--- src/rtl/agu_pkg.sv ---
package agu_pkg;

    typedef enum logic [2:0] {
        AM_OFS  = 3'd0,
        AM_IDX  = 3'd1,
        AM_ABS  = 3'd2,
        AM_PINC = 3'd3,
        AM_PMOD = 3'd4,
        AM_BREV = 3'd5,
        AM_CIMM = 3'd6,
        AM_CREG = 3'd7
    } agu_mode_e;

endpackage

--- src/rtl/agu_bitrev.sv ---
module agu_bitrev #(
    parameter int W = 16
) (
    input  logic [W-1:0] din,
    output logic [W-1:0] dout
);
    for (genvar i = 0; i < W; i++) begin : g_rev
        assign dout[i] = din[W-1-i];
    end
endmodule

--- src/rtl/agu_circ.sv ---
module agu_circ #(
    parameter int AW    = 32,
    parameter int LEN_W = 17
) (
    input  logic [AW-1:0]    ptr,
    input  logic [AW-1:0]    start,
    input  logic [AW-1:0]    step,
    input  logic [LEN_W-1:0] len,
    output logic [AW-1:0]    ptr_new
);
    localparam int PAD = AW - LEN_W;

    logic signed [AW-1:0] raw_off;
    logic signed [AW-1:0] len_s;
    logic        [AW-1:0] fixed_off;

    always_comb begin
        len_s   = $signed({{PAD{1'b0}}, len});
        raw_off = $signed(ptr - start + step);
        if (raw_off < 0) begin
            fixed_off = raw_off + len_s;
        end else if (raw_off >= len_s) begin
            fixed_off = raw_off - len_s;
        end else begin
            fixed_off = raw_off;
        end
        ptr_new = start + fixed_off;
    end
endmodule

--- src/rtl/agu_postmod.sv ---
module agu_postmod
    import agu_pkg::*;
#(
    parameter int AW     = 32,
    parameter int BREV_W = 16,
    parameter int LEN_W  = 17,
    parameter int CINC_W = 7,
    parameter int SH_W   = 2
) (
    input  logic          clk,
    input  logic          rst_n,
    input  logic          in_valid,
    input  logic [2:0]    mode,
    input  logic [AW-1:0] ptr,
    input  logic [AW-1:0] modreg,
    input  logic [AW-1:0] cstart,
    input  logic [AW-1:0] imm,
    input  logic [AW-1:0] idx,
    input  logic [SH_W-1:0] shift,
    input  logic          elem_half,
    output logic          out_valid,
    output logic [AW-1:0] eff_addr,
    output logic [AW-1:0] ptr_next
);
    localparam int CINC_LO = LEN_W;
    localparam int CINC_HI = LEN_W + CINC_W - 1;
    localparam int TOP_W   = AW - BREV_W;

    typedef struct packed {
        logic          vld;
        logic [AW-1:0] ea;
        logic [AW-1:0] np;
    } agu_state_t;

    agu_state_t st_d, st_q;
    agu_mode_e  mode_e;

    logic [BREV_W-1:0] brev_lo;
    logic [AW-1:0]     creg_step;
    logic [AW-1:0]     circ_step;
    logic [AW-1:0]     circ_np;
    logic [LEN_W-1:0]  circ_len;
    logic              unused_hi;

    assign mode_e    = agu_mode_e'(mode);
    assign circ_len  = modreg[LEN_W-1:0];
    assign unused_hi = ^modreg[AW-1:CINC_HI+1];

    agu_bitrev #(.W(BREV_W)) u_brev (
        .din  (ptr[BREV_W-1:0]),
        .dout (brev_lo)
    );

    always_comb begin
        creg_step = {{(AW-CINC_W){modreg[CINC_HI]}}, modreg[CINC_HI:CINC_LO]};
        if (elem_half) begin
            creg_step = creg_step << 1;
        end
        circ_step = (mode_e == AM_CREG) ? creg_step : imm;
    end

    agu_circ #(.AW(AW), .LEN_W(LEN_W)) u_circ (
        .ptr     (ptr),
        .start   (cstart),
        .step    (circ_step),
        .len     (circ_len),
        .ptr_new (circ_np)
    );

    always_comb begin
        st_d     = st_q;
        st_d.vld = in_valid;
        if (in_valid) begin
            unique case (mode_e)
                AM_OFS: begin
                    st_d.ea = ptr + imm;
                    st_d.np = ptr;
                end
                AM_IDX: begin
                    st_d.ea = (idx << shift) + imm;
                    st_d.np = ptr;
                end
                AM_ABS: begin
                    st_d.ea = imm;
                    st_d.np = imm;
                end
                AM_PINC: begin
                    st_d.ea = ptr;
                    st_d.np = ptr + imm;
                end
                AM_PMOD: begin
                    st_d.ea = ptr;
                    st_d.np = ptr + modreg;
                end
                AM_BREV: begin
                    st_d.ea = {ptr[AW-1:AW-TOP_W], brev_lo};
                    st_d.np = ptr + modreg;
                end
                AM_CIMM, AM_CREG: begin
                    st_d.ea = ptr;
                    st_d.np = circ_np;
                end
                default: begin
                    st_d.ea = st_q.ea;
                    st_d.np = st_q.np;
                end
            endcase
        end
    end

    always_ff @(posedge clk) begin
        if (!rst_n) begin
            st_q <= '0;
        end else begin
            st_q <= st_d;
        end
    end

    assign out_valid = st_q.vld;
    assign eff_addr  = st_q.ea;
    assign ptr_next  = st_q.np;

    // Assertions
    logic [AW-1:0] len_ext;
    assign len_ext = {{(AW-LEN_W){1'b0}}, circ_len};

    AST_VALID_FOLLOWS: assert property (@(posedge clk) disable iff (!rst_n)
        in_valid |=> out_valid);
    AST_VALID_DROPS: assert property (@(posedge clk) disable iff (!rst_n)
        !in_valid |=> !out_valid);
    AST_HOLD_IDLE: assert property (@(posedge clk) disable iff (!rst_n)
        !in_valid |=> ($stable(eff_addr) && $stable(ptr_next)));
    AST_ABS_WRITEBACK: assert property (@(posedge clk) disable iff (!rst_n)
        (in_valid && mode == 3'd2) |=> (ptr_next == eff_addr));
    AST_OLD_PTR_ACCESS: assert property (@(posedge clk) disable iff (!rst_n)
        (in_valid && (mode == 3'd3 || mode == 3'd4 || mode == 3'd6 || mode == 3'd7))
        |=> (eff_addr == $past(ptr)));
    AST_KEEP_PTR: assert property (@(posedge clk) disable iff (!rst_n)
        (in_valid && (mode == 3'd0 || mode == 3'd1)) |=> (ptr_next == $past(ptr)));
    AST_BREV_UPPER: assert property (@(posedge clk) disable iff (!rst_n)
        (in_valid && mode == 3'd5)
        |=> (eff_addr[AW-1:BREV_W] == $past(ptr[AW-1:BREV_W])));
    AST_CIRC_INSIDE: assert property (@(posedge clk) disable iff (!rst_n)
        (in_valid && mode == 3'd6 && circ_len != '0 && (ptr - cstart) < len_ext
         && $signed(imm) <= $signed(len_ext) && $signed(imm) >= -$signed(len_ext))
        |=> ((ptr_next - $past(cstart)) < $past(len_ext)));
endmodule

--- config.mk ---
export PLATFORM = sky130hd
export DESIGN_NAME = agu_postmod
export DESIGN_NICKNAME = d
export VERILOG_FILES = /design/src/rtl/agu_pkg.sv /design/src/rtl/agu_bitrev.sv /design/src/rtl/agu_circ.sv /design/src/rtl/agu_postmod.sv
export SDC_FILE = /design/constraint.sdc
export NUM_CORES = 1
export LEC_CHECK = 0
export ABC_CLOCK_PERIOD_IN_PS = 12410
export BUFFER_PORTS_ARGS = -buffer_cell sky130_fd_sc_hd__buf_2
export CAP_MARGIN = 20
export CORE_MARGIN = 4
export CORE_UTILIZATION = 50
export DETAILED_ROUTE_END_ITERATION = 12
export HOLD_SLACK_MARGIN = 0.12
export PLACE_DENSITY = 0.71
export RECOVER_POWER = 100
export REMOVE_ABC_BUFFERS = 1
export SYNTH_ARGS = -nofsm -noshare
export SYNTH_HDL_FRONTEND = slang
export SYNTH_HIERARCHICAL = 1
export SYNTH_SLANG_ARGS = --single-unit
--- constraint.sdc ---
create_clock -name clk -period 12.41 [get_ports clk]
set_clock_uncertainty 0.1 [all_clocks]
set_input_delay 2.482 -clock clk [delete_from_list [all_inputs] [get_ports clk]]
set_output_delay 2.482 -clock clk [all_outputs]
set_load 0.1 [all_outputs]
==> impl_metrics.tcl, run 1 <==
set metrics [dict create \
    status "finished, violations left" \
    violations "max-capacitance violations, max-slew violations" \
    final_nets 2930 \
    synth.area.top_cells "ha_1, dfxtp_1, a21oi_1" \
    htree_levels 3 \
    r2r-end "ptr_next[16]$_SDFFE_PN0P_" \
    r2r-start "ptr_next[16]$_SDFFE_PN0P_" \
    power_frac_clock 0.072 \
    hold_viol 0 \
    multi_input_area_um2 14500 \
    ys_seq_area_frac 0.0758 \
    place_congestion 1.01 \
    r2r_slack_ps 11140 \
    rsz0062_at_grt "no" \
    grt_pass1_vias 18144 \
    synth_ff_type "dfxtp_1" \
    p_seq_frac 0.080 \
    drc 0 \
    ant_nets 0 \
    gr-usage-all-layers 0.337 \
    p_int_mw 1.39 \
    clock_tree.buffer_depth 2 \
    ys_ff_latch 65 \
    path_max_fanout 22 \
    final_common_cell "nand2_1" \
    synth_top_cell_by_area "ha_1" \
    clk_latency_ps 340 \
    grt_pass1_wl_mm 102 \
    vias_per_cell 6.41 \
    hp-class "reg -> reg" \
    pwr-share-comb 0.848 \
    dp_hpwl_mm 54.2 \
    slowest_delay_ps 610 \
    critPathTopFamily "compound AO/OA/AOI/OAI gates" \
    synth-edff-count 0 \
    post-route-min-period_ps 11910 \
    ir_drop_v 0.000140 \
    grt_max_degree 71 \
    cp.arrival_ps 12040 \
    path_clk_slew_ps 60 \
    grtUsageMet3 0.0531 \
    switching_share 0.577 \
    drt_iter0_markers 1992 \
    synthMuxAreaShare 0.0601 \
    clkSinkCount 65 \
    pin_count 234 \
    crit_slowest_cell "o41ai_1" \
    routed_wl_mm 66.9 \
    core_um2 33700 \
    synthDistinctLibCells 101 \
    syn_area_um2 17200 \
    cts-root-buf "clkbuf_16" \
    drive_gt1_frac 0.115 \
    grt.busiest_layer "met2" \
    ys_warn_count 6 \
    required_ps 12540 \
    yosys.area_share.xor_xnor 0.0763 \
    power_density_nw_per_um2 176 \
    hold_ws_ps 346 \
    max_freq_mhz 83.9 \
    die_y_um 193 \
    min_path_cells 2 \
    post_cts_buffers 0 \
    start_kind "input port" \
    cts_made_buffers 9 \
    worstSetupPathType "in -> reg" \
    crit_top_cell "ha_1" \
    drv_slew 89 \
    final_cell_mix "nand2_1, inv_1, a21oi_1" \
    setup-tns-final_ps 0 \
    r2r_cells 5 \
    p_sw_mw 1.90 \
    drt_first_pass_iters 7 \
    start_util 0.510 \
    vias 19131 \
    numPortBuffers 233 \
    synth_area_per_cell_um2 7.18 \
    tightest_slew_ps 2520 \
    fin_crit_sh 0.960 \
    crit_path_end_kind "flop" \
    placementRows 67 \
    area_growth_pct 8.99 \
    globalRouteOverflowTotal 0 \
    async_reset_ff_frac 0 \
    cts_tree "yes" \
    synthAdderAreaFrac 0.182 \
    dieArea_um2 37400 \
    fillers 3472 \
    synth_simple_gate_area_frac 0.200 \
    crit_buf_inv 5 \
    holdPathEnd "eff_addr[8]$_SDFFE_PN0P_" \
    grtUsageMet2 0.544 \
    grt_util_met1 0.460 \
    syn_inst 2391 \
    synth_top_family_by_area "compound AO/OA/AOI/OAI gates" \
    antenna_found_initial 0 \
    synth_compound_area_frac 0.323 \
    setup_viol 0 \
    synth.top_cell.area_share 0.139 \
    drv_cap 2 \
    n_antenna_cell 0 \
    final_util 0.555 \
    die_x_um 193 \
    p_leak_nw 8.67 \
    seqCellArea_um2 1300 \
    routedWlPerCell_um 22.4 \
    min_from "eff_addr[8]$_SDFFE_PN0P_" \
    relSlewSlack -0.680 \
]
[worst register-to-register path, stage by stage, from the launching register on]
cell	delay, ps
dfxtp_1	360
nor2b_1	150
a21oi_1	120
o21ai_0	90
a221oi_1	230
a311oi_1	70
[sequential cells by signal, summed over array words and instances, names as in the netlist]
signal,cells
eff_addr,32
out_valid,1
ptr_next,32
[worst max-delay path by stage]
stage / start / endpoint / slack, ps / depth (start not counted)
after floorplan: mode[1] / ptr_next[30]$_SDFFE_PN0P_ / 1190 / 37
after global placement: mode[1] / ptr_next[31]$_SDFFE_PN0P_ / 310 / 39
after detailed placement: mode[1] / ptr_next[30]$_SDFFE_PN0P_ / 200 / 45
after CTS: mode[1] / ptr_next[30]$_SDFFE_PN0P_ / 540 / 45
after global routing: mode[1] / ptr_next[31]$_SDFFE_PN0P_ / 0.9 / 39
final: mode[1] / ptr_next[31]$_SDFFE_PN0P_ / 500 / 39
[through the flow]
stage / power [mW] / instance area [µm²] / setup slack [ps] / cells
after global routing: 3.54 / 18700 / 0.908 / 2986
after global placement: 2.99 / 18500 / 313 / 2968
after CTS: 3.26 / 18800 / 544 / 2984
final: 3.29 / 18700 / 496 / 2986
after detailed placement: 3.01 / 18500 / 204 / 2968
after floorplan: 2.28 / 16600 / 1190 / 2263
[area by class of cell]
type                    instances  share of cell area
well taps                     448              0.0299
flip-flops and latches         65              0.0695
clock buffers                  12              0.0126
repair buffers                259              0.0685
multi-input cells            1976               0.774
clock inverters                 4             0.00107
inverters                     222              0.0445
[kinds of logic (layout without fill, tap and decap cells)]
kind of cell | Yosys count | after routing
buffers and inverters | 350 | 497
AND/OR/NAND/NOR | 714 | 714
AO/OA/AOI/OAI | 827 | 827
multiplexers | 60 | 60
XOR/XNOR | 147 | 147
adder cells (fa/ha/maj) | 228 | 228
flip-flops | 65 | 65
[routing by layer]
metal / routed length [µm] / part of all wire
met1: 28700 / 0.43
met2: 29800 / 0.45
met3: 5650 / 0.084
met4: 2690 / 0.040
met5: 0 / 0
[Yosys cell counts, drive strengths merged, types with 10 or more instances]
master	count
clkbuf	88
a31o	10
xor2	43
o21bai	23
or3	18
o22ai	10
o21ai	176
a222oi	11
and3	23
a22oi	10
a211oi	37
nor2	177
nor3	56
o211ai	29
buf	40
and2	18
a21o	89
nor2b	36
mux2i	21
inv	221
o311ai	11
nand4	25
xnor2	103
a22o	14
dfxtp	65
a221oi	35
nand3	48
mux4	34
fa	37
a311oi	14
o31ai	13
nand2	230
nand2b	36
ha	191
o21a	24
a21oi	209
a31oi	33
[power groups by stage]
| stage | sequential (mW) | combinational, mW | clock, mW |
|---|---|---|---|
| floorplan | 0.455 | 1.83 | 0 |
| global placement | 0.263 | 2.73 | 0 |
| CTS | 0.260 | 2.76 | 0.237 |
| detailed placement | 0.264 | 2.75 | 0 |
| global route | 0.264 | 3.03 | 0.244 |
| finish | 0.262 | 2.79 | 0.237 |
[what timing repair did]
action	in CTS	in global routing
setup endpoints to repair	0	3
hold buffers	0	0
gates resized for setup	0	3
No activity file was read; power rests on OpenSTA's default activity.
==> run 2: changes to the inputs <==
--- a/config.mk
+++ b/config.mk
@@ -5,6 +5,7 @@
 export SDC_FILE = /design/constraint.sdc
 export NUM_CORES = 1
 export LEC_CHECK = 0
+export ABC_AREA = 1
 export ABC_CLOCK_PERIOD_IN_PS = 12410
 export BUFFER_PORTS_ARGS = -buffer_cell sky130_fd_sc_hd__buf_2
 export CAP_MARGIN = 20
@@ -12,7 +13,7 @@
 export CORE_UTILIZATION = 50
 export DETAILED_ROUTE_END_ITERATION = 12
 export HOLD_SLACK_MARGIN = 0.12
-export PLACE_DENSITY = 0.71
+export PLACE_DENSITY = 0.7
 export RECOVER_POWER = 100
 export REMOVE_ABC_BUFFERS = 1
 export SYNTH_ARGS = -nofsm -noshare
==> impl_metrics.tcl, run 2 <==
set metrics [dict create \
    place_congestion 1.06 \
    relSlewSlack -1.05 \
    synth_top_cell_by_area "nand2_1" \
    dieArea_um2 44700 \
    core_um2 40900 \
    cts_made_buffers 9 \
    final_nets 4417 \
    cts_resized 0 \
    ant_nets 0 \
    crit_top_cell "nand2_1" \
    pin_count 234 \
    final_cell_mix "nand2_1, inv_1, nor2_1" \
    drt_first_pass_iters 5 \
    async_reset_ff_frac 0 \
    slowest_delay_ps 640 \
    clk_latency_ps 370 \
    post_cts_buffers 0 \
    seqCellArea_um2 1300 \
    p_leak_nw 13.3 \
    globalRouteOverflowTotal 0 \
    netlist_top_cells_count "nand2_1, inv_1, nor2_1" \
    synth.top_cell.area_share 0.238 \
    drt_iter0_markers 2081 \
    ys_seq_area_frac 0.0628 \
    die_x_um 212 \
    grt_pass1_vias 23179 \
    synth.area.top_cells "nand2_1, inv_1, ha_1" \
    vias 24954 \
    required_ps 12540 \
    max_freq_mhz 87.7 \
    numPortBuffers 233 \
    synth-edff-count 0 \
    start_kind "input port" \
    setup-tns-final_ps 0 \
    cts-root-buf "clkbuf_16" \
    clock_tree.buffer_depth 2 \
    setup_viol 0 \
    hp-class "reg -> reg" \
    path_clk_slew_ps 60 \
    fin_crit_sh 0.919 \
    ir_drop_v 0.000113 \
    power_density_nw_per_um2 162 \
    vias_per_cell 5.47 \
    path_max_fanout 29 \
    ys_ff_latch 65 \
    routed_wl_mm 82.5 \
    multi_input_area_um2 15900 \
    cp.arrival_ps 11540 \
    final_common_cell "nand2_1" \
    synth_ff_type "dfxtp_1" \
    tightest_slew_ps 3080 \
    placementRows 74 \
    grt_pass1_wl_mm 124 \
    synthDistinctLibCells 60 \
    critPathTopFamily "simple AND/OR/NAND/NOR gates" \
    cts_tree "yes" \
    htree_levels 3 \
    routedWlPerCell_um 18.1 \
    gr-usage-all-layers 0.353 \
    crit_path_end_kind "flop" \
    violations "max-capacitance violations, max-slew violations" \
    start_util 0.506 \
    drv_cap 2 \
    drc 0 \
    grt_max_degree 64 \
    worstSetupPathType "in -> reg" \
    syn_area_um2 20700 \
    drv_slew 111 \
    crit_buf_inv 4 \
    synth_area_per_cell_um2 5.36 \
    antenna_found_initial 1 \
    cts-hold-fix-buffers 0 \
    syn_inst 3861 \
    ys_warn_count 6 \
    area_growth_pct 7.63 \
    crit_slowest_cell "nor2_2" \
    drive_gt1_frac 0.0663 \
    rsz0062_at_grt "no" \
    clkSinkCount 65 \
    dp_hpwl_mm 70.3 \
    hold_viol 0 \
    post-route-min-period_ps 11400 \
    report.power.total_mw 3.61 \
    status "finished, violations left" \
    fillers 4631 \
    die_y_um 212 \
    synth_most_common_cell "nand2_1" \
]
run 2: cell count changes in the layout (fill, tap and decap cells not counted), sizes merged, moves of 36 or more:
cell / previous run / this run
nand2: 230 / 1331
inv: 221 / 772
nand3: 48 / 260
nor2: 177 / 278
xnor2: 103 / 27
a21o: 89 / 14
a21oi: 209 / 265
nand2b: 36 / 0
nor2b: 36 / 0
run 2: cell type report:
cell class,instances,share of cell area
Sequential cell,65,0.0584
Timing Repair Buffer,245,0.0542
Tap cell,532,0.0299
Multi-Input combinational cell,2927,0.714
Inverter,772,0.130
Antenna cell,2,0.000224
Clock buffer,10,0.0107
Clock inverter,6,0.00297
run 2: cell families after synthesis:
group	after synthesis	synth area share
muxes	49	0.0237
AOI/OAI and AO/OA	571	0.158
adders and majority gates	228	0.151
buffers and inverters	869	0.168
xor gates and xnor gates	89	0.0376
DFF	65	0.0628
and+or+nand+nor	1990	0.399
run 2: worst min-delay path: stages (launching register included):
cell and delay (ps):
dfxtp_1 300, nand2_1 60, a21oi_1 60
run 2: power by group:
part | leakage [nW] | internal (mW) | switching, mW
logic | 12.6 | 0.953 | 2.13
clock network | 0.141 | 0.161 | 0.118
registers | 0.536 | 0.234 | 0.0183
total | 13.3 | 1.35 | 2.26
run 2: final timing paths:
check / slack [ps] / cells past startpoint / end / startpoint
hold / removal: 360 / 2 / eff_addr[31]$_SDFFE_PN0P_ / eff_addr[31]$_SDFFE_PN0P_
setup / recovery: 1010 / 42 / ptr_next[27]$_SDFFE_PN0P_ / mode[0]
setup reg to reg: 11470 / 2 / ptr_next[20]$_SDFFE_PN0P_ / ptr_next[20]$_SDFFE_PN0P_
hold reg to reg: 360 / 2 / eff_addr[31]$_SDFFE_PN0P_ / eff_addr[31]$_SDFFE_PN0P_
run 2: metrics by stage:
stage	area, µm²	utilization	worst slack, ps	hold WS (ps)	cells
after CTS	22300	0.546	1520	361	4555
after global placement	22000	0.538	1380	350	4539
final	22300	0.545	1010	363	4559
after detailed placement	22000	0.538	1140	352	4539
after floorplan	20100	-	2360	826	3764
after global routing	22300	0.545	257	375	4558
run 2: routing by layer:
layer / global-route usage / vias up / wire (µm)
li1: - / 12475 / -
met1: 0.440 / 11144 / 33300
met2: 0.597 / 1097 / 37700
met3: 0.0425 / 238 / 6390
met4: 0.184 / 0 / 5170
met5: 0 / - / 0
